File: config.mk
export PLATFORM = sky130hd
export DESIGN_NAME = spi_dbuf_master
export DESIGN_NICKNAME = d
export VERILOG_FILES = /design/src/rtl/spi_dbuf_master.sv
export SDC_FILE = /design/constraint.sdc
export NUM_CORES = 1
export LEC_CHECK = 0
export BUFFER_PORTS_ARGS = -buffer_cell sky130_fd_sc_hd__buf_2
export CORE_UTILIZATION = 40
export DETAILED_ROUTE_END_ITERATION = 8
export GPL_TIMING_DRIVEN = 0
export PLACE_DENSITY = 0.67
export SYNTH_ARGS = -nofsm -noshare
export SYNTH_HDL_FRONTEND = slang
export SYNTH_SLANG_ARGS = --single-unit
File: constraint.sdc
create_clock -name clk -period 2.3 [get_ports clk]
set_input_delay 0.46 -clock clk [delete_from_list [all_inputs] [get_ports clk]]
set_output_delay 0.46 -clock clk [all_outputs]
set_load 0.005 [all_outputs]
File: src/rtl/spi_dbuf_master.sv
module spi_dbuf_master #(
  parameter int W    = 8,
  parameter int DIVW = 8
) (
  input  logic            clk,
  input  logic            rst_n,
  input  logic            cfg_msb_first,
  input  logic            cfg_cpol,
  input  logic            cfg_cpha,
  input  logic            cfg_four_pin,
  input  logic            cfg_ste_level,
  input  logic [DIVW-1:0] cfg_div,
  input  logic            tx_wr,
  input  logic [W-1:0]    tx_data,
  output logic            tx_ready,
  input  logic            rx_rd,
  output logic [W-1:0]    rx_data,
  output logic            rx_done,
  output logic            fault,
  input  logic            fault_clr,
  input  logic            ste_i,
  input  logic            miso_i,
  output logic            mosi_o,
  output logic            mosi_oe,
  output logic            sclk_o,
  output logic            sclk_oe
);
  localparam int EW = $clog2(2 * W);
  localparam logic [EW-1:0] LAST_EDGE = EW'(2 * W - 1);

  logic [W-1:0]    tx_buf, sr, rx_sr, rx_next;
  logic            tx_full, busy, lvl, oe;
  logic [DIVW-1:0] cnt;
  logic [EW-1:0]   edge_n;
  logic            held, tick, lead, sample_e, change_e, last, load;

  assign held     = cfg_four_pin && (ste_i != cfg_ste_level);
  assign tick     = busy && (cnt == cfg_div);
  assign lead     = ~edge_n[0];
  assign sample_e = tick && (lead ^ cfg_cpha);
  assign change_e = tick && !(lead ^ cfg_cpha) && (edge_n != '0);
  assign last     = tick && (edge_n == LAST_EDGE) && !held;
  assign load     = !busy && tx_full && !held;
  assign rx_next  = cfg_msb_first ? {rx_sr[W-2:0], miso_i} : {miso_i, rx_sr[W-1:1]};

  assign mosi_o  = cfg_msb_first ? sr[W-1] : sr[0];
  assign sclk_o  = cfg_cpol ^ lvl;
  assign mosi_oe = oe;
  assign sclk_oe = oe;

  always_ff @(posedge clk or negedge rst_n) begin
    if (!rst_n) begin
      tx_buf   <= '0;
      tx_full  <= 1'b0;
      tx_ready <= 1'b1;
    end else if (tx_wr) begin
      tx_buf   <= tx_data;
      tx_full  <= 1'b1;
      tx_ready <= 1'b0;
    end else if (load) begin
      tx_full  <= 1'b0;
      tx_ready <= 1'b1;
    end
  end

  always_ff @(posedge clk or negedge rst_n) begin
    if (!rst_n) begin
      sr      <= '0;
      rx_sr   <= '0;
      rx_data <= '0;
      busy    <= 1'b0;
      lvl     <= 1'b0;
      cnt     <= '0;
      edge_n  <= '0;
      fault   <= 1'b0;
      oe      <= 1'b1;
    end else begin
      oe <= !held;
      if (held) begin
        busy   <= 1'b0;
        lvl    <= 1'b0;
        cnt    <= '0;
        edge_n <= '0;
        fault  <= 1'b1;
      end else begin
        if (fault_clr) fault <= 1'b0;
        if (load) begin
          sr     <= tx_buf;
          busy   <= 1'b1;
          lvl    <= 1'b0;
          cnt    <= '0;
          edge_n <= '0;
        end else if (tick) begin
          cnt    <= '0;
          lvl    <= ~lvl;
          edge_n <= edge_n + 1'b1;
          if (sample_e) rx_sr <= rx_next;
          if (change_e) sr <= cfg_msb_first ? {sr[W-2:0], 1'b0} : {1'b0, sr[W-1:1]};
          if (last) begin
            busy    <= 1'b0;
            rx_data <= sample_e ? rx_next : rx_sr;
          end
        end else if (busy) begin
          cnt <= cnt + 1'b1;
        end
      end
    end
  end

  always_ff @(posedge clk or negedge rst_n) begin
    if (!rst_n)      rx_done <= 1'b0;
    else if (last)   rx_done <= 1'b1;
    else if (rx_rd)  rx_done <= 1'b0;
  end
endmodule

=== Yosys cells after proc, flatten, opt, wreduce, memory -nomap -nowiden ===
Cells that the tools add are included.

* Register bits: 51
* Bits of input ports: 28
* Output and inout bits: 15

* Add/subtract/negate cells: 2
* Equal/unequal tests: 3
* Mux-type cells: 29
* Bitwise logic cells: 6
* Reduce and logical (&&, ||, !) cells: 25

{| class="wikitable"
|+ Operators with widths
! cell !! number
|-
| two-way mux 8 bit || 10
|-
| two-way mux 1 bit || 16
|-
| two-way mux 4 bit || 3
|-
| nonzero test 2 bit || 5
|-
| logical AND 1 bit || 9
|-
| adder 8 x 1 -> 8 bit (second input constant) || 1
|-
| == test 8 bit || 1
|-
| nonzero test 4 bit || 2
|-
| AND reduction 3 bit || 2
|-
| nonzero test 3 bit || 2
|-
| adder 4 x 1 -> 4 bit (second input constant) || 1
|-
| == test 4 bit (second input constant) || 1
|-
| inverter 1 bit || 4
|-
| AND reduction 4 bit || 1
|-
| logical NOT 1 bit || 3
|-
| AND reduction 2 bit || 1
|-
| bitwise XOR 1 bit || 2
|-
| != test 1 bit || 1
|}

=== Logic depth before layout (Yosys ltp) ===
Gate-level depths: netlist of the first run.

* Word-level depth: 8
* Mapped depth: 7
* Mapped depth without buffers: 6

=== Least setup slack after synthesis of the first run ===
No wires, ideal clock.

* Path type: input -> register
* From: input cfg_div[3]
* To: register rx_data[0]
* Library setup time: 0.125 ns
* Arrival time: 2.001 ns
* Data required time: 2.175 ns
* Path slack: 0.174 ns
* Stages on the path: 6
* Path buffers: 1
* Cell sequence: xor2_1 -> nor4_4 -> and4_1 -> buf_4 -> mux2_2 -> mux2_2

* Cells in the longest elaborated chain, start to end: 5
* Elaborated cells on any way between the ends: 7
* Those cells by class: 1 x eq/ne; 1 x mux; 5 x reduce/logical

{| class="wikitable"
|+ RTL lines
! element !! line !! source
|-
| from (decl) || 12 || <nowiki>input logic [DIVW-1:0] cfg_div,</nowiki>
|-
| == test 8 bit * || 38 || <nowiki>assign tick = busy && (cnt == cfg_div);</nowiki>
|-
| logical AND 1 bit * || 38 ||
|-
| logical AND 1 bit (2 in series) || 42 || <nowiki>assign last = tick && (edge_n == LAST_EDGE) && !held;</nowiki>
|-
| AND reduction 4 bit (no line) || n/a ||
|-
| to (signal assigned) || 101 || <nowiki>rx_data <= sample_e ? rx_next : rx_sr;</nowiki>
|-
| to (decl) || 17 || <nowiki>output logic [W-1:0] rx_data,</nowiki>
|}

Every way passes the cells marked *; elsewhere a longest branch is shown, timed or not.
A chain may end at the register's enable or synchronous reset.

=== Final worst setup path of the first run ===
* From: register cnt[5]
* To: register rx_data[5]

* Cells in the longest elaborated chain, start to end: 5
* Elaborated cells on any way between the ends: 7
* Those cells by class: 1 x eq/ne; 1 x mux; 5 x reduce/logical

{| class="wikitable"
|+ RTL lines
! element !! line !! source
|-
| from (decl) || 33 || <nowiki>logic [DIVW-1:0] cnt;</nowiki>
|-
| from (signal assigned) || 104 || <nowiki>cnt <= cnt + 1'b1;</nowiki>
|-
| == test 8 bit * || 38 ||
|-
| logical AND 1 bit * || 38 ||
|-
| logical AND 1 bit (2 in series) || 42 ||
|-
| AND reduction 4 bit (no line) || n/a ||
|}

Marks and branches as above.

==> impl_results.md, run 1 <==
- Outcome: finished clean
- Crit Path Max Fanout: 9
- Vias per inst: 4.99
- Starting Density: 0.423
- Longest Clk Path Bufs: 2
- RSZ-0062 raised after global routing: false
- Post-synthesis net count: 244
- Power density cells: 779 nW/um^2
- Most common cell in the netlist: dfrtp_1
- CTS Buf Count: 5
- Post-Route WL: 4.59 mm
- Clk slew on worst S/H paths: 90 ps
- Initial antenna violation count: 0
- Row count: 28
- Non-filler cells, final: 337
- Worst setup EP type: register
- Grt total ovfl: 0
- Mean Syn Cell Area: 12.0 um^2
- Post-CTS Hold Buffers: 0
- GRT Total Usage: 0.152
- CP required: 2490 ps
- F_max: 462 MHz
- Peak VDD IR: 0.501 mV
- Clock sink total: 51
- Critical Path AT: 2360 ps
- Dpl hpwl: 3.26 mm
- Synth Cell Area: 2560 um^2
- Chip height: 82.1 um
- Routed Antenna Nets: 0
- I/O pin count: 43
- Total number of vias: 1683
- CTS root buf: clkbuf_8
- Synth area leaders: dfrtp_1 48%, mux2_2 21%, xor2_1 5.5%
- Die ar.: 6730 um^2
- Pre-Repair DR Iteration Count: 4
- Maxcap violations: 0
- Tot Pwr: 0.00235 W
- Post-synthesis async set-or-reset flop share: 1.00
- Nature of the critical path startpoint: register
- Core Box Area: 6060 um^2
- Hold Path Class: input pin to register
- Hold WS: 343 ps
- Synth Flop Type: dfrtp_1
- Pin count of the biggest net entering global routing: 52
- PortBufs: 40
- Layout overhead on the synthesized area: 17.4%
- Setup TNS: 0 ps
- Clock skew: 6.98 ps
- # setup viols final: 0
- Post-synth top area share: 0.478
- Placement Setup Slack: -139 ps
- Cells after synthesis: 213
- First-pass GRT wire length: 7.66 mm
- Final setup margin: 136 ps
- Commonest cells in the netlist: 49 x dfrtp_1, 47 x mux2_2, 18 x nor2_1
- TritonCTS clock tree: done
- Initial detailed-routing violation count: 53
- Wire per inst: 13.6 um
- Fin crit period: 2160 ps
- Final period util: 0.941
- H-tree depth: 2
- Vias in the first global route: 1662
- EDFF count, synth: 0
- Yosys cell types: 34
- Final hold violations: 0
- Type of the worst setup path: register to register
- Share of layout cells above drive strength 1: 0.412
- Die W: 82.1 um
- Antenna cells: 0
- Residual DRC count: 0
- Final GP Congestion: 0.757
- Synth warn: 0
- Pleak: 1.51 nW
- Slew Viols, Final: 0
- Layout net count: 292
- Cell accounting for the most synthesized area: dfrtp_1
- Clk_lat worst skew: 300 ps
- Worst slew margin: 0.245
- Worst slew pin tran: 1130 ps
- Register area share after synthesis: 0.499
- Yosys reg bits: 51
- Cells after DPL: 328
## flip-flops by register name, summed over array words and instances (netlist names), 4 cells and up
name,count
cnt,8
rx_data,8
rx_sr,8
sr,8
tx_buf,8
edge_n,4
## layout by cell type (no fill, tap or decap), types with 3 or more instances in the layout
master	count
buf_4	3
mux2i_1	8
xnor2_1	5
nand3_1	3
nand4_1	4
mux2_2	47
xor2_1	16
buf_2	41
nand2_1	15
nor2_1	18
o21ai_0	9
clkbuf_8	5
ha_1	3
inv_1	4
clkbuf_1	4
dfrtp_1	49
## final cells by class
cell class | count | area [um^2]
plain buffers | 8 | 40.0
flip-flops and latches | 51 | 1280
inverters | 4 | 15.0
well taps | 75 | 93.8
multi-input cells | 150 | 1240
fillers | 555 | 3050
repair buffers | 41 | 208
clock inverters | 3 | 67.6
clock buffers | 5 | 68.8
## stage by stage
stage | area [um^2] | utilization
detailed placement | 2860 | 0.472
global route | 3010 | 0.496
floorplan | 2560 | -
CTS | 3000 | 0.495
finish | 3010 | 0.496
global placement | 2860 | 0.472
## critical path: stages (launching register included)
cell and delay [ps]:
dfrtp_1 440, xor2_1 210, nor4_4 360, and4_1 240, buf_4 200, mux2_2 360, mux2_2 260
## cell families (layout without fill, tap and decap cells)
kind of cell	count (synthesis)	after routing	synth area share
and+or+nand+nor	54	54	0.118
AOI/OAI and AO/OA	17	17	0.0386
muxes	55	55	0.238
adders and majority gates	3	3	0.0146
DFF	51	51	0.499
xor gates and xnor gates	21	21	0.0717
buffers and inverters	12	61	0.0210
## metal layers
metal  global-route usage  share of wire  vias to the layer above
li1                     -              -                      833
met1                0.202           0.48                      810
met2                0.245           0.47                       36
met3               0.0367          0.045                        4
met4               0.0439         0.0085                        0
met5                    0              0                        -
## power by group
group	total, W	leakage [nW]	internal (W)	switching, W
Combinational	0.000507	0.782	0.000231	0.000276
Clock	0.000731	0.0644	0.000434	0.000297
Sequential	0.00111	0.662	0.00102	0.0000861
Total	0.00235	1.51	0.00169	0.000659
## repair_timing
action,in CTS,in global routing
endpoints found under the setup margin,8,9
gates resized for setup,0,3
buffers inserted,1,0
pin swaps,1,0
## worst paths after layout
| check | from | to | slack [ps] | cells past startpoint |
|---|---|---|---|---|
| max in group asynchronous | rst_n | rx_data[3] | 1230 | 1 |
| min in group asynchronous | rst_n | cnt[2] | 360 | 1 |
| hold / removal | fault_clr | fault | 340 | 2 |
| hold reg to reg | tx_full | tx_full | 490 | 1 |
| setup / recovery | cnt[5] | rx_data[5] | 140 | 6 |
| setup reg to reg | cnt[5] | rx_data[5] | 140 | 6 |
No activity file was read; power rests on OpenSTA's default activity.
==> run 2: changes to the inputs <==
- CORE_UTILIZATION: 40 -> 56
- PLACE_DENSITY: 0.67 -> 0.86
- clock period: 2.3 -> 2.01 ns (I/O delays scaled with it)
==> run 2 against run 1 <==
  * The run now ends with negative setup slack left
  * Non-clock buffer count is 8 higher
  * Global-route usage increased by 5.3 points
  * Clock power is 21% lower
  * Core utilization grew 21 points
  * Cell count down 4.5%
  * Sequential share of layout area is 0.96 points lower
  * Maximum frequency grew 4.1%
  * Wire length grew 2.2%
  * Critical path type unchanged
  * Largest power group unchanged
==> impl_results.md, run 2 (synthesis gave the netlist of run 1 again) <==
- Failing checks: negative setup slack
- Initial detailed-routing violation count: 100
- Dpl hpwl: 3.15 mm
- GRT Total Usage: 0.205
- Final GP Congestion: 0.772
- Total number of vias: 1750
- H-tree depth: 2
- Crit Path Max Fanout: 5
- Setup slack, reg-to-reg: -70 ps
- First-pass GRT wire length: 7.91 mm
- Commonest non-fill, non-tap cell in the layout: dfrtp_1
- CTS Buf Count: 5
- Final period util: 1.03
- CTS root buf: clkbuf_8
- Residual DRC count: 0
- Post-CTS Hold Buffers: 0
- Sw frac: 0.315
- Seq pwr share: 0.510
- RSZ-0062 raised after global routing: true
- Worst slew margin: 0.256
- Clock skew: 7.16 ps
- Pre-Repair DR Iteration Count: 4
- # setup viols final: 8
- Clk_lat worst skew: 300 ps
- Type of the worst setup path: register to register
- Nature of the critical path startpoint: register
- Die ar.: 4850 um^2
- Hold Path Class: input pin to register
- Tot Pwr: 0.00248 W
- Layout net count: 300
- CP max stage cell: dfrtp_1
- Maxcap violations: 0
- WP buf/inv: 1
- Chip height: 69.7 um
- Part of the power in the clock network: 0.234
- Most frequent cells in the layout: 48 x dfrtp_1, 41 x buf_2, 39 x mux2_2, 18 x nor2_1, 15 x nand2_1
- Pin count of the biggest net entering global routing: 52
- Power density cells: 806 nW/um^2
- CP required: 2200 ps
- Final setup margin: -68.7 ps
- Pint: 0.00170 W
- Vias in the first global route: 1720
- Fin util: 0.703
- Wire per inst: 14.6 um
- Clock sink total: 51
- Longest Clk Path Bufs: 2
- Row count: 24
- Share of layout cells above drive strength 1: 0.456
- Final hold violations: 0
- Layout overhead on the synthesized area: 20.2%
- Pleak: 1.54 nW
- Grt total ovfl: 0
- TritonCTS clock tree: done
- Initial antenna violation count: 0
- Largest stage delay, worst path: 420 ps
- Core Box Area: 4380 um^2
- Outcome: finished, violations left
- Worst setup EP type: register
- Worst slew pin tran: 1120 ps
- Clk slew on worst S/H paths: 90 ps
- Vias per inst: 5.43
- Die W: 69.7 um
- F_max: 481 MHz
- Net Switching: 0.000781 W
- Post-Route WL: 4.69 mm
- Peak VDD IR: 0.637 mV
- Fin crit period: 2080 ps
- PortBufs: 40
- Family with the most delay on the worst path: simple AND/OR/NAND/NOR gates
- I/O pin count: 43
- Critical path cell sequence: xor2_2 -> nor4_4 -> and4_4 -> buf_6 -> mux2_4 -> mux2_2
- Routed Antenna Nets: 0
- Critical Path AT: 2270 ps
- Antenna cells: 0
- Starting Density: 0.585
- Slew Viols, Final: 0
- Combinational group share of total power: 0.257
## run 2: cell types whose count changed in the layout (fill, tap and decap cells not counted), moves of 2 or more
cell,delta
mux2_2,-8
mux2_4,+8
buf_4,+4
buf_6,+3
bufinv_16,-2
clkbuf_2,+2
xor2_1,-2
xor2_2,+2
## run 2: cell type report
type | count | area, um^2
fill | 307 | 1300
sequential | 51 | 1280
tap | 52 | 65.1
buffer | 8 | 46.3
clock buffer | 6 | 72.6
multi-input combinational | 150 | 1300
inverter | 4 | 15.0
clock inverter | 2 | 12.5
timing repair buffer | 49 | 288
## run 2: path summary, 6_finish.rpt
| kind | from | end | cells after the start |
|---|---|---|---|
| max reg2reg | cnt[3] | rx_data[1] | 6 |
| min reg2reg | tx_full | tx_full | 1 |
| max | cnt[3] | rx_data[1] | 6 |
| min in group asynchronous | rst_n | rx_data[2] | 1 |
| min | rx_rd | rx_done | 2 |
| max in group asynchronous | rst_n | cnt[0] | 1 |
## run 2: worst register-to-register path, delay by kind of cell, from the launching register on
kind	cells	cell delay (ps)
buf+inv	1	140
flops	1	420
simple gates	2	670
xor+xnor	1	170
mux	2	570
## run 2: power by group through the flow
stage	Clock [W]	Sequential, W	Combinational, W
global placement	0	0.00128	0.000566
CTS	0.000593	0.00126	0.000624
floorplan	0	0.00126	0.000435
finish	0.000581	0.00127	0.000637
global route	0.000629	0.00128	0.000721
detailed placement	0	0.00129	0.000589
## run 2: what timing repair did
item / CTS / global route
endpoints found under the setup margin: 19 / 16
cloned: 1 / 0
gates resized for setup: 8 / 7
pin swaps: 4 / 1
setup buffers: 4 / 4
## run 2: layer usage
metal,GRT usage,part of all wire,routed length (um),vias to the layer above
li1,-,-,-,849
met1,0.277,0.45,2120,854
met2,0.331,0.50,2320,40
met3,0.0422,0.039,185,7
met4,0.0667,0.013,61,0
met5,0,0,0,-
## run 2: through the flow
stage / area (um^2) / setup slack (ps) / instances / setup TNS, ps / hold slack [ps]
6_report: 3080 / -68.7 / 322 / -357 / 281
5_1_grt: 3080 / -134 / 322 / -1420 / 290
4_1_cts: 3020 / -37.1 / 318 / -199 / 276
3_5_place_dp: 2870 / -318 / 305 / -4030 / 460
3_3_place_gp: 2870 / -285 / 305 / -3370 / 451
2_1_floorplan: 2610 / -63.9 / 213 / -511 / 106
==> run 3: changes to the inputs <==
- CORE_UTILIZATION: 56 -> 60
- PLACE_DENSITY: 0.86 -> 0.91
- clock period: 2.01 -> 2.65 ns (I/O delays scaled with it)
==> run 3 against run 2 <==
  * The run now ends clean
  * Non-clock buffer count shrank 9
  * Worst setup slack improved by 390 ps
  * Via count decreased by 2.7%
  * Core utilization up 1.7 points
  * Hold slack better by 130 ps
  * Largest cell class is now registers
  * Largest power group unchanged
==> impl_results.md, run 3 (synthesis gave the netlist of run 1 again) <==
- Pre-Repair DR Iteration Count: 4
- # setup viols final: 0
- Outcome: finished clean
- Critical path cell sequence: clkbuf_1 -> clkbuf_1 -> mux2_2 -> buf_2
- Pleak: 1.48 nW
- Worst setup EP type: primary output
- Part of the power in the clock network: 0.250
- Clock skew: 9.51 ps
- Core Box Area: 4060 um^2
- Fin crit period: 2330 ps
- Maxcap violations: 0
- Seq pwr share: 0.511
- Net Switching: 0.000582 W
- CTS Buf Count: 5
- Initial detailed-routing violation count: 83
- # Post-CTS Setup Buffers: 0
- Nature of the critical path startpoint: input pin
- Clk_lat worst skew: 310 ps
- GRT Total Usage: 0.238
- CTS root buf: clkbuf_8
- Power density cells: 644 nW/um^2
- PostCTS Resize Cnt: 0
- WP buf/inv: 3
- Final GP Congestion: 0.820
- Sw frac: 0.309
- Worst slew margin: 0.256
- Hold Path Class: input pin to register
- I/O pin count: 43
- Layout net count: 291
- Fillers: 286
- Vias in the first global route: 1704
- Worst slew pin tran: 1120 ps
- Row count: 23
- Total number of vias: 1702
- Longest Clk Path Bufs: 2
- Setup TNS: 0 ps
- Residual DRC count: 0
- TritonCTS clock tree: done
- Final period util: 0.879
- Die W: 67.4 um
- Die ar.: 4540 um^2
- Antenna cells: 0
- Vias per inst: 5.47
- Slew Viols, Final: 0
- H-tree depth: 2
- Combinational group share of total power: 0.239
- Most frequent cells in the layout: 49 x dfrtp_1, 47 x mux2_2, 41 x buf_2, 18 x nor2_1, 16 x xor2_1
- Post-Route WL: 4.52 mm
- Layout overhead on the synthesized area: 14.0%
- Final hold violations: 0
- Top cell by count, worst path: clkbuf_1
- Routed Antenna Nets: 0
- Grt total ovfl: 0
- Share of layout cells above drive strength 1: 0.402
- Clock sink total: 51
- Largest stage delay, worst path: 410 ps
- First-pass GRT wire length: 7.71 mm
- RSZ-0062 raised after global routing: false
- Pint: 0.00130 W
- Initial antenna violation count: 0
- Chip height: 67.4 um
- CP required: 2120 ps
- Critical Path AT: 1800 ps
- PortBufs: 40
- Peak VDD IR: 0.440 mV
- Clk slew on worst S/H paths: 80 ps
- Type of the worst setup path: input pin to primary output
- Post-route cell area: 2920 um^2
- Starting Density: 0.632
- Placed Area: 2830 um^2
- CP max stage cell: clkbuf_1
- Commonest non-fill, non-tap cell in the layout: dfrtp_1
- Family with the most delay on the worst path: buffers and inverters
- F_max: 429 MHz
- Post-CTS Hold Buffers: 0
- Dpl hpwl: 3.28 mm
- Pin count of the biggest net entering global routing: 52
- Fin util: 0.720
- Wire per inst: 14.5 um
- Crit Path Max Fanout: 10
## run 3: changes by cell type in the layout (fill, tap and decap cells not counted), moves of 2 or more
cell      previous run  this run
buf_4                7         2
buf_6                3         0
clkbuf_1             3         6
clkbuf_2             3         0
mux2_2              39        47
mux2_4               8         0
xor2_1              14        16
xor2_2               2         0
## run 3: per-layer routing
metal | vias up | routed length [um] | GRT usage | part of all wire
li1 | 835 | - | - | -
met1 | 828 | 1990 | 0.287 | 0.44
met2 | 31 | 2270 | 0.401 | 0.50
met3 | 8 | 159 | 0.0608 | 0.035
met4 | 0 | 99 | 0.101 | 0.022
met5 | - | 0 | 0 | 0
## run 3: worst paths after layout
check,start,endpoint,slack [ps],cells past startpoint
max,cfg_msb_first,mosi_o,320,4
min,fault_clr,fault,410,2
min reg2reg,tx_buf[3],sr[3],490,2
max reg2reg,cnt[3],rx_data[5],390,6
max in group asynchronous,rst_n,sr[3],1540,1
min in group asynchronous,rst_n,tx_buf[1],430,1
## run 3: per-stage QoR
stage	setup slack (ps)	hold slack (ps)	instances	total power, W
4_1_cts	306	404	311	0.00190
3_5_place_dp	180	477	303	0.00143
5_1_grt	211	411	311	0.00200
2_1_floorplan	454	234	213	0.00128
3_3_place_gp	205	453	303	0.00139
6_report	321	409	311	0.00188
## run 3: cell type report
cell class	instances	area [um^2]	area share
clock inverters	1	8.76	0.00300
inverters	4	15.0	0.00514
plain buffers	8	38.8	0.0133
clock buffers	7	86.3	0.0296
repair buffers	40	200	0.0685
well taps	50	62.6	0.0214
flip-flops and latches	51	1280	0.438
multi-input cells	150	1230	0.421
## run 3: worst register-to-register path, cell delays in order, from the launching register on
cell and delay (ps):
dfrtp_1 430, xor2_1 200, nor4_4 460, and4_1 270
buf_4 190, mux2_2 340, mux2_2 260
## run 3: power groups by stage
stage / Clock, W / Combinational, W / Sequential (W)
6_report: 0.000471 / 0.000449 / 0.000962
3_3_place_gp: 0 / 0.000423 / 0.000970
5_1_grt: 0.000507 / 0.000512 / 0.000979
4_1_cts: 0.000485 / 0.000456 / 0.000962
2_1_floorplan: 0 / 0.000329 / 0.000955
3_5_place_dp: 0 / 0.000453 / 0.000976
